<file path="src/rtl/rtc_alarm_pkg.sv">
package rtc_alarm_pkg;
  localparam int NFIELD    = 4;
  localparam int F_SEC     = 0;
  localparam int F_MIN     = 1;
  localparam int F_HOUR    = 2;
  localparam int F_DATE    = 3;
  localparam int ADDR_CTRL = 4;
  localparam int FLAG_BIT  = 7;

  typedef enum logic [2:0] {
    RPT_MONTH,
    RPT_DAY,
    RPT_HOUR,
    RPT_MIN,
    RPT_SEC
  } rpt_mode_e;

  // significant value bits of each field
  function automatic logic [7:0] field_bits(input int idx);
    case (idx)
      F_SEC, F_MIN: return 8'h7F;
      F_HOUR:       return 8'h3F;
      default:      return 8'h1F;
    endcase
  endfunction

  function automatic logic [7:0] bcd_value(input logic [7:0] v);
    logic [7:0] t;
    t = {4'h0, v[7:4]};
    return (t << 3) + (t << 1) + {4'h0, v[3:0]};
  endfunction

  function automatic logic field_ok(input int idx, input logic [7:0] v);
    logic [7:0] d;
    d = bcd_value(v & field_bits(idx));
    case (idx)
      F_SEC, F_MIN: return d <= 8'd59;
      F_HOUR:       return d <= 8'd23;
      default:      return d != 8'd0;
    endcase
  endfunction

  function automatic logic [7:0] field_reset(input int idx);
    return (idx == F_DATE) ? 8'h01 : 8'h00;
  endfunction
endpackage

</file>
<file path="src/rtl/rtc_alarm_regs.sv">
module rtc_alarm_regs
  import rtc_alarm_pkg::*;
#(
  parameter int ADDR_W      = 3,
  parameter int CTRL_EN_BIT = 7
) (
  input  logic                    clk_i,
  input  logic                    rst_ni,
  input  logic                    wr_i,
  input  logic [ADDR_W-1:0]       addr_i,
  input  logic [7:0]              wdata_i,
  output logic [7:0]              rdata_o,
  output logic [NFIELD-1:0][7:0]  alarm_o,
  output logic                    en_o
);
  logic [NFIELD-1:0][7:0] alarm_q, alarm_d;
  logic [NFIELD-1:0]      alarm_we;
  logic [7:0]             ctrl_q, ctrl_d;
  logic                   ctrl_we;

  for (genvar g = 0; g < NFIELD; g++) begin : g_field
    always_comb begin
      alarm_we[g] = wr_i && (addr_i == ADDR_W'(g)) && field_ok(g, wdata_i);
      alarm_d[g]  = wdata_i;
    end

    always_ff @(posedge clk_i or negedge rst_ni) begin
      if (!rst_ni)          alarm_q[g] <= field_reset(g);
      else if (alarm_we[g]) alarm_q[g] <= alarm_d[g];
    end
  end

  always_comb begin
    ctrl_we = wr_i && (addr_i == ADDR_W'(ADDR_CTRL));
    ctrl_d  = wdata_i;
  end

  always_ff @(posedge clk_i or negedge rst_ni) begin
    if (!rst_ni)      ctrl_q <= 8'h00;
    else if (ctrl_we) ctrl_q <= ctrl_d;
  end

  always_comb begin
    rdata_o = 8'h00;
    for (int i = 0; i < NFIELD; i++)
      if (addr_i == ADDR_W'(i)) rdata_o = alarm_q[i];
    if (addr_i == ADDR_W'(ADDR_CTRL)) rdata_o = ctrl_q;
  end

  assign alarm_o = alarm_q;
  assign en_o    = ctrl_q[CTRL_EN_BIT];
endmodule

</file>
<file path="src/rtl/rtc_alarm_match.sv">
module rtc_alarm_match
  import rtc_alarm_pkg::*;
(
  input  logic [NFIELD-1:0][7:0] alarm_i,
  input  logic [NFIELD-1:0][7:0] now_i,
  output rpt_mode_e              mode_o,
  output logic                   hit_o
);
  logic [NFIELD-1:0] flag;
  logic [NFIELD-1:0] eq;

  for (genvar g = 0; g < NFIELD; g++) begin : g_cmp
    assign flag[g] = alarm_i[g][FLAG_BIT];
    assign eq[g]   = ((alarm_i[g] ^ now_i[g]) & field_bits(g)) == 8'h00;
  end

  always_comb begin
    case (flag)
      4'b0000: mode_o = RPT_MONTH;
      4'b1000: mode_o = RPT_DAY;
      4'b1100: mode_o = RPT_HOUR;
      4'b1110: mode_o = RPT_MIN;
      default: mode_o = RPT_SEC;
    endcase
  end

  always_comb begin
    case (mode_o)
      RPT_MONTH: hit_o = &eq;
      RPT_DAY:   hit_o = eq[F_SEC] & eq[F_MIN] & eq[F_HOUR];
      RPT_HOUR:  hit_o = eq[F_SEC] & eq[F_MIN];
      RPT_MIN:   hit_o = eq[F_SEC];
      default:   hit_o = 1'b1;
    endcase
  end
endmodule

</file>
<file path="src/rtl/rtc_alarm_irq.sv">
module rtc_alarm_irq (
  input  logic clk_i,
  input  logic rst_ni,
  input  logic tick_i,
  input  logic hit_i,
  input  logic en_i,
  output logic irq_o
);
  logic tick_q;
  logic irq_q, irq_d;

  always_comb irq_d = tick_i & ~tick_q & hit_i & en_i;

  always_ff @(posedge clk_i or negedge rst_ni) begin
    if (!rst_ni) begin
      tick_q <= 1'b0;
      irq_q  <= 1'b0;
    end else begin
      tick_q <= tick_i;
      irq_q  <= irq_d;
    end
  end

  assign irq_o = irq_q;
endmodule

</file>
<file path="src/rtl/rtc_alarm.sv">
module rtc_alarm
  import rtc_alarm_pkg::*;
#(
  parameter int ADDR_W      = 3,
  parameter int CTRL_EN_BIT = 7
) (
  input  logic              clk_i,
  input  logic              rst_ni,
  input  logic              reg_wr_i,
  input  logic [ADDR_W-1:0] reg_addr_i,
  input  logic [7:0]        reg_wdata_i,
  output logic [7:0]        reg_rdata_o,
  input  logic              tick_i,
  input  logic [7:0]        now_sec_i,
  input  logic [7:0]        now_min_i,
  input  logic [7:0]        now_hour_i,
  input  logic [7:0]        now_date_i,
  output logic              irq_o
);
  logic [NFIELD-1:0][7:0] alarm_q;
  logic [NFIELD-1:0][7:0] now_bus;
  logic                   alarm_en;
  logic                   hit;
  rpt_mode_e              mode;

  assign now_bus = {now_date_i, now_hour_i, now_min_i, now_sec_i};

  rtc_alarm_regs #(.ADDR_W(ADDR_W), .CTRL_EN_BIT(CTRL_EN_BIT)) u_regs (
    .clk_i   (clk_i),
    .rst_ni  (rst_ni),
    .wr_i    (reg_wr_i),
    .addr_i  (reg_addr_i),
    .wdata_i (reg_wdata_i),
    .rdata_o (reg_rdata_o),
    .alarm_o (alarm_q),
    .en_o    (alarm_en)
  );

  rtc_alarm_match u_match (
    .alarm_i (alarm_q),
    .now_i   (now_bus),
    .mode_o  (mode),
    .hit_o   (hit)
  );

  rtc_alarm_irq u_irq (
    .clk_i  (clk_i),
    .rst_ni (rst_ni),
    .tick_i (tick_i),
    .hit_i  (hit),
    .en_i   (alarm_en),
    .irq_o  (irq_o)
  );
endmodule

</file>
<file path="config.mk">
export PLATFORM = sky130hd
export DESIGN_NAME = rtc_alarm
export DESIGN_NICKNAME = d
export VERILOG_FILES = /design/src/rtl/rtc_alarm_pkg.sv /design/src/rtl/rtc_alarm_regs.sv /design/src/rtl/rtc_alarm_match.sv /design/src/rtl/rtc_alarm_irq.sv /design/src/rtl/rtc_alarm.sv
export SDC_FILE = /design/constraint.sdc
export NUM_CORES = 1
export LEC_CHECK = 0
export BUFFER_PORTS_ARGS = -buffer_cell sky130_fd_sc_hd__buf_4
export CORE_MARGIN = 5
export CORE_UTILIZATION = 54
export DETAILED_ROUTE_END_ITERATION = 12
export PLACE_DENSITY_LB_ADDON = 0.3
export SYNTH_ARGS = -nofsm -noshare
export SYNTH_HDL_FRONTEND = slang
export SYNTH_SLANG_ARGS = --single-unit
</file>
<file path="constraint.sdc">
create_clock -name clk_i -period 2.2 [get_ports clk_i]
set_input_delay 0.22 -clock clk_i [delete_from_list [all_inputs] [get_ports clk_i]]
set_output_delay 0.22 -clock clk_i [all_outputs]
set_load 0.05 [all_outputs]
</file>
==> metrics <==
commonest non-fill, non-tap cells in the layout 60 x buf_4, 41 x dfrtp_1, 40 x mux2_2; Final Setup Violations 0; slowest stage cell, crit path fa_1; Cell Area, Placed a little over 0.003 sq mm; Synth top area share 0.4057; cell count after synthesis 206; Worst-Margin Slew roughly 0.53 ns; Num Clock Sinks 42; Hold Crit Depth 1; Rel. slew slack 0.6458; Top cell by count, worst path buf_4; total die area 0.006151 sq mm; share of cells above drive strength 1 0.4613; postcts setup bufs 0; # fillers 329; Congestion Overflow GR 0; RR Startpoint u_regs.alarm_o[10]$_DFFE_PN0P_; CP Data Required Time 2.38 ns; fmax between 400 and 500 MHz; reg2reg path depth 5; Pleak 1.409 nW; die width 78.43 um; fin. max-slew vios 0; syn nets 261; CP arrival 2.19 ns; nets@finish 325; Seq cells post-synth 42; HP Start tick_i; CTS tree yes; main area contributors after synthesis dfrtp_1 41%, mux2_2 18%, xor2_1 7.3%; flop-to-flop setup slack 0.23 ns; Startpoint Class input pin; DR vias/cell approximately 5.8; r2r endpoint u_irq.irq_o$_DFF_PN0_; Ys Warns 0; Post-Route Skew 0.002503 ns; pwr dens 861.8 mW/mm^2; Pre-antenna DRT Iters 4; CP peak stage delay 0.43 ns; minimum clock period 2.003 ns; DRC Markers 0; CTS Buffer Depth 2; GPL Wtd Cong 0.8760; clock root buffer clkbuf_8; Ant. Diodes 0; outcome finished, final reports clean; post-route ant nets 0; register area share after synthesis 0.4161; Vias 1,871; post-cts sizing count 0; hold-critical path endpoint u_irq.tick_q$_DFF_PN0_; CP Capture Type register; RSZ-0062 raised after global routing false; Max VDD drop around 0.00046 V; gr usage total 0.2127; Post-Route WL around 6100 um; WS Path Type in -> reg; number of buffers added on ports 48; cts hold-fix bufs 1; Num CTS Buffers 5; Syn Std Cell Area 0.002529 sq mm; number of global-route vias before repair 1,882; Initial Utilization 0.5690; period utilization 0.9104; HPWL after DPL between 4000 and 5000 um; most common cell after layout, fill and taps aside buf_4; Core Footprint 0.004444 sq mm; clk_lat worst skew roughly 0.3 ns; Total Power 0.002717 W; global-route wire length before repair ~9900 um; initial antenna violation count 0; Synth area leader dfrtp_1; hold slack final 0.03429 ns; Syn-to-layout area delta 24.69%; crit-path cells buf_4 > ha_1 > fa_1 > xor2_1 > nand4_1 > nand3_2 > o32ai_2 > buf_4 > mux2_2; largest net degree at the start of global routing 43; Avg WL per Cell around 19 um; hold crit path type in -> reg; Post-Syn Area per Cell about 12 sq um; DIE HEIGHT 78.43 um; # placed instances 314; DRT iter0 DRCs between 100 and 150; Reg clk slew, reported paths around 0.08 ns; worst-path maximum fanout 8; Row Count 24; hold violation count in the final report 0; Synth cell types 38; H-Tree Depth 2; fin cells ~320; max_cap viols 0; Ports 56; fin area 0.003153 sq mm
[worst max-delay path by stage]
stage	startpoint	end
CTS	reg_wdata_i[4]	u_regs.alarm_o[12]$_DFFE_PN0P_
floorplan	reg_wdata_i[1]	u_regs.alarm_o[0]$_DFFE_PN0P_
global route	u_regs.alarm_o[6]$_DFFE_PN0P_	u_irq.irq_o$_DFF_PN0_
finish	reg_wdata_i[4]	u_regs.alarm_o[12]$_DFFE_PN0P_
global placement	reg_wdata_i[4]	u_regs.alarm_o[11]$_DFFE_PN0P_
detailed placement	reg_wdata_i[4]	u_regs.alarm_o[0]$_DFFE_PN0P_
[where the power goes]
part           switching, W  leakage (nW)  internal [W]
clock network      0.000256        0.0575      0.000317
logic              0.000442         0.844      0.000497
registers          0.000203         0.507       0.00100
total              0.000902          1.41       0.00182
[per-stage QoR]
step	TNS, ns	utilization	worst slack (ns)
after floorplan	-0.2084	-	-0.01304
after detailed placement	-1.526	0.6824	-0.1036
after global routing	0	0.7095	0.1217
after CTS	0	0.7095	0.2017
after global placement	-0.9682	0.6824	-0.06182
final	0	0.7095	0.1971
[synth_stat cells (all sizes together)]
| cell type | number |
|---|---|
| a211oi | 1 |
| a21o | 2 |
| a21oi | 3 |
| a221oi | 1 |
| a31oi | 1 |
| and2 | 1 |
| and3b | 1 |
| buf | 4 |
| clkbuf | 1 |
| dfrtp | 41 |
| dfstp | 1 |
| fa | 1 |
| ha | 7 |
| inv | 10 |
| mux2 | 40 |
| mux2i | 1 |
| mux4 | 8 |
| nand2 | 14 |
| nand2b | 1 |
| nand3 | 4 |
| nand4 | 5 |
| nand4b | 1 |
| nor2 | 3 |
| nor2b | 2 |
| nor3 | 1 |
| nor3b | 2 |
| nor4 | 4 |
| o211ai | 1 |
| o21ai | 11 |
| o21bai | 2 |
| o32ai | 2 |
| or4 | 2 |
| xnor2 | 6 |
| xor2 | 21 |
[final cells by class]
class,count,area (sq um),area share
clock buffers,8,110.1,0.03492
multi-input cells,149,1408,0.4464
inverters,10,37.54,0.01190
flip-flops and latches,42,1052,0.3337
well taps,52,65.06,0.02063
repair buffers,62,480.5,0.1524
[state kept, by name (all words and copies together), names as in the netlist]
register        count
u_regs.alarm_o     32
u_irq.tick_q        1
u_regs.ctrl_q       8
u_irq.irq_o         1
[cell families (layout without fill, tap and decap cells)]
family / Yosys count / in the layout / synth area share
buffers and inverters: 15 / 80 / 0.02721
AOI/OAI and AO/OA: 24 / 24 / 0.07274
and+or+nand+nor: 41 / 41 / 0.09450
xor gates and xnor gates: 27 / 27 / 0.09352
DFF: 42 / 42 / 0.4161
adders and majority gates: 8 / 8 / 0.04255
muxes: 49 / 49 / 0.2533
[routing by layer]
metal | wire length (um) | share of wire | up-vias | track usage
li1 | - | - | 878 | -
met4 | 50 | 0.0082 | 0 | 0.04720
met5 | 0 | 0 | - | 0
met1 | 2738 | 0.45 | 927 | 0.2956
met3 | 412 | 0.068 | 5 | 0.05950
met2 | 2870 | 0.47 | 61 | 0.3348
[worst max-delay path: cells and delay by family]
kind | cells | cell delay (ns)
multiplexers | 1 | 0.36
AND/OR/NAND/NOR | 2 | 0.21
AO/OA/AOI/OAI | 1 | 0.22
adder cells (fa/ha/maj) | 2 | 0.63
buffers and inverters | 2 | 0.37
XOR/XNOR | 1 | 0.17
Power figures use the tool's default switching activity.
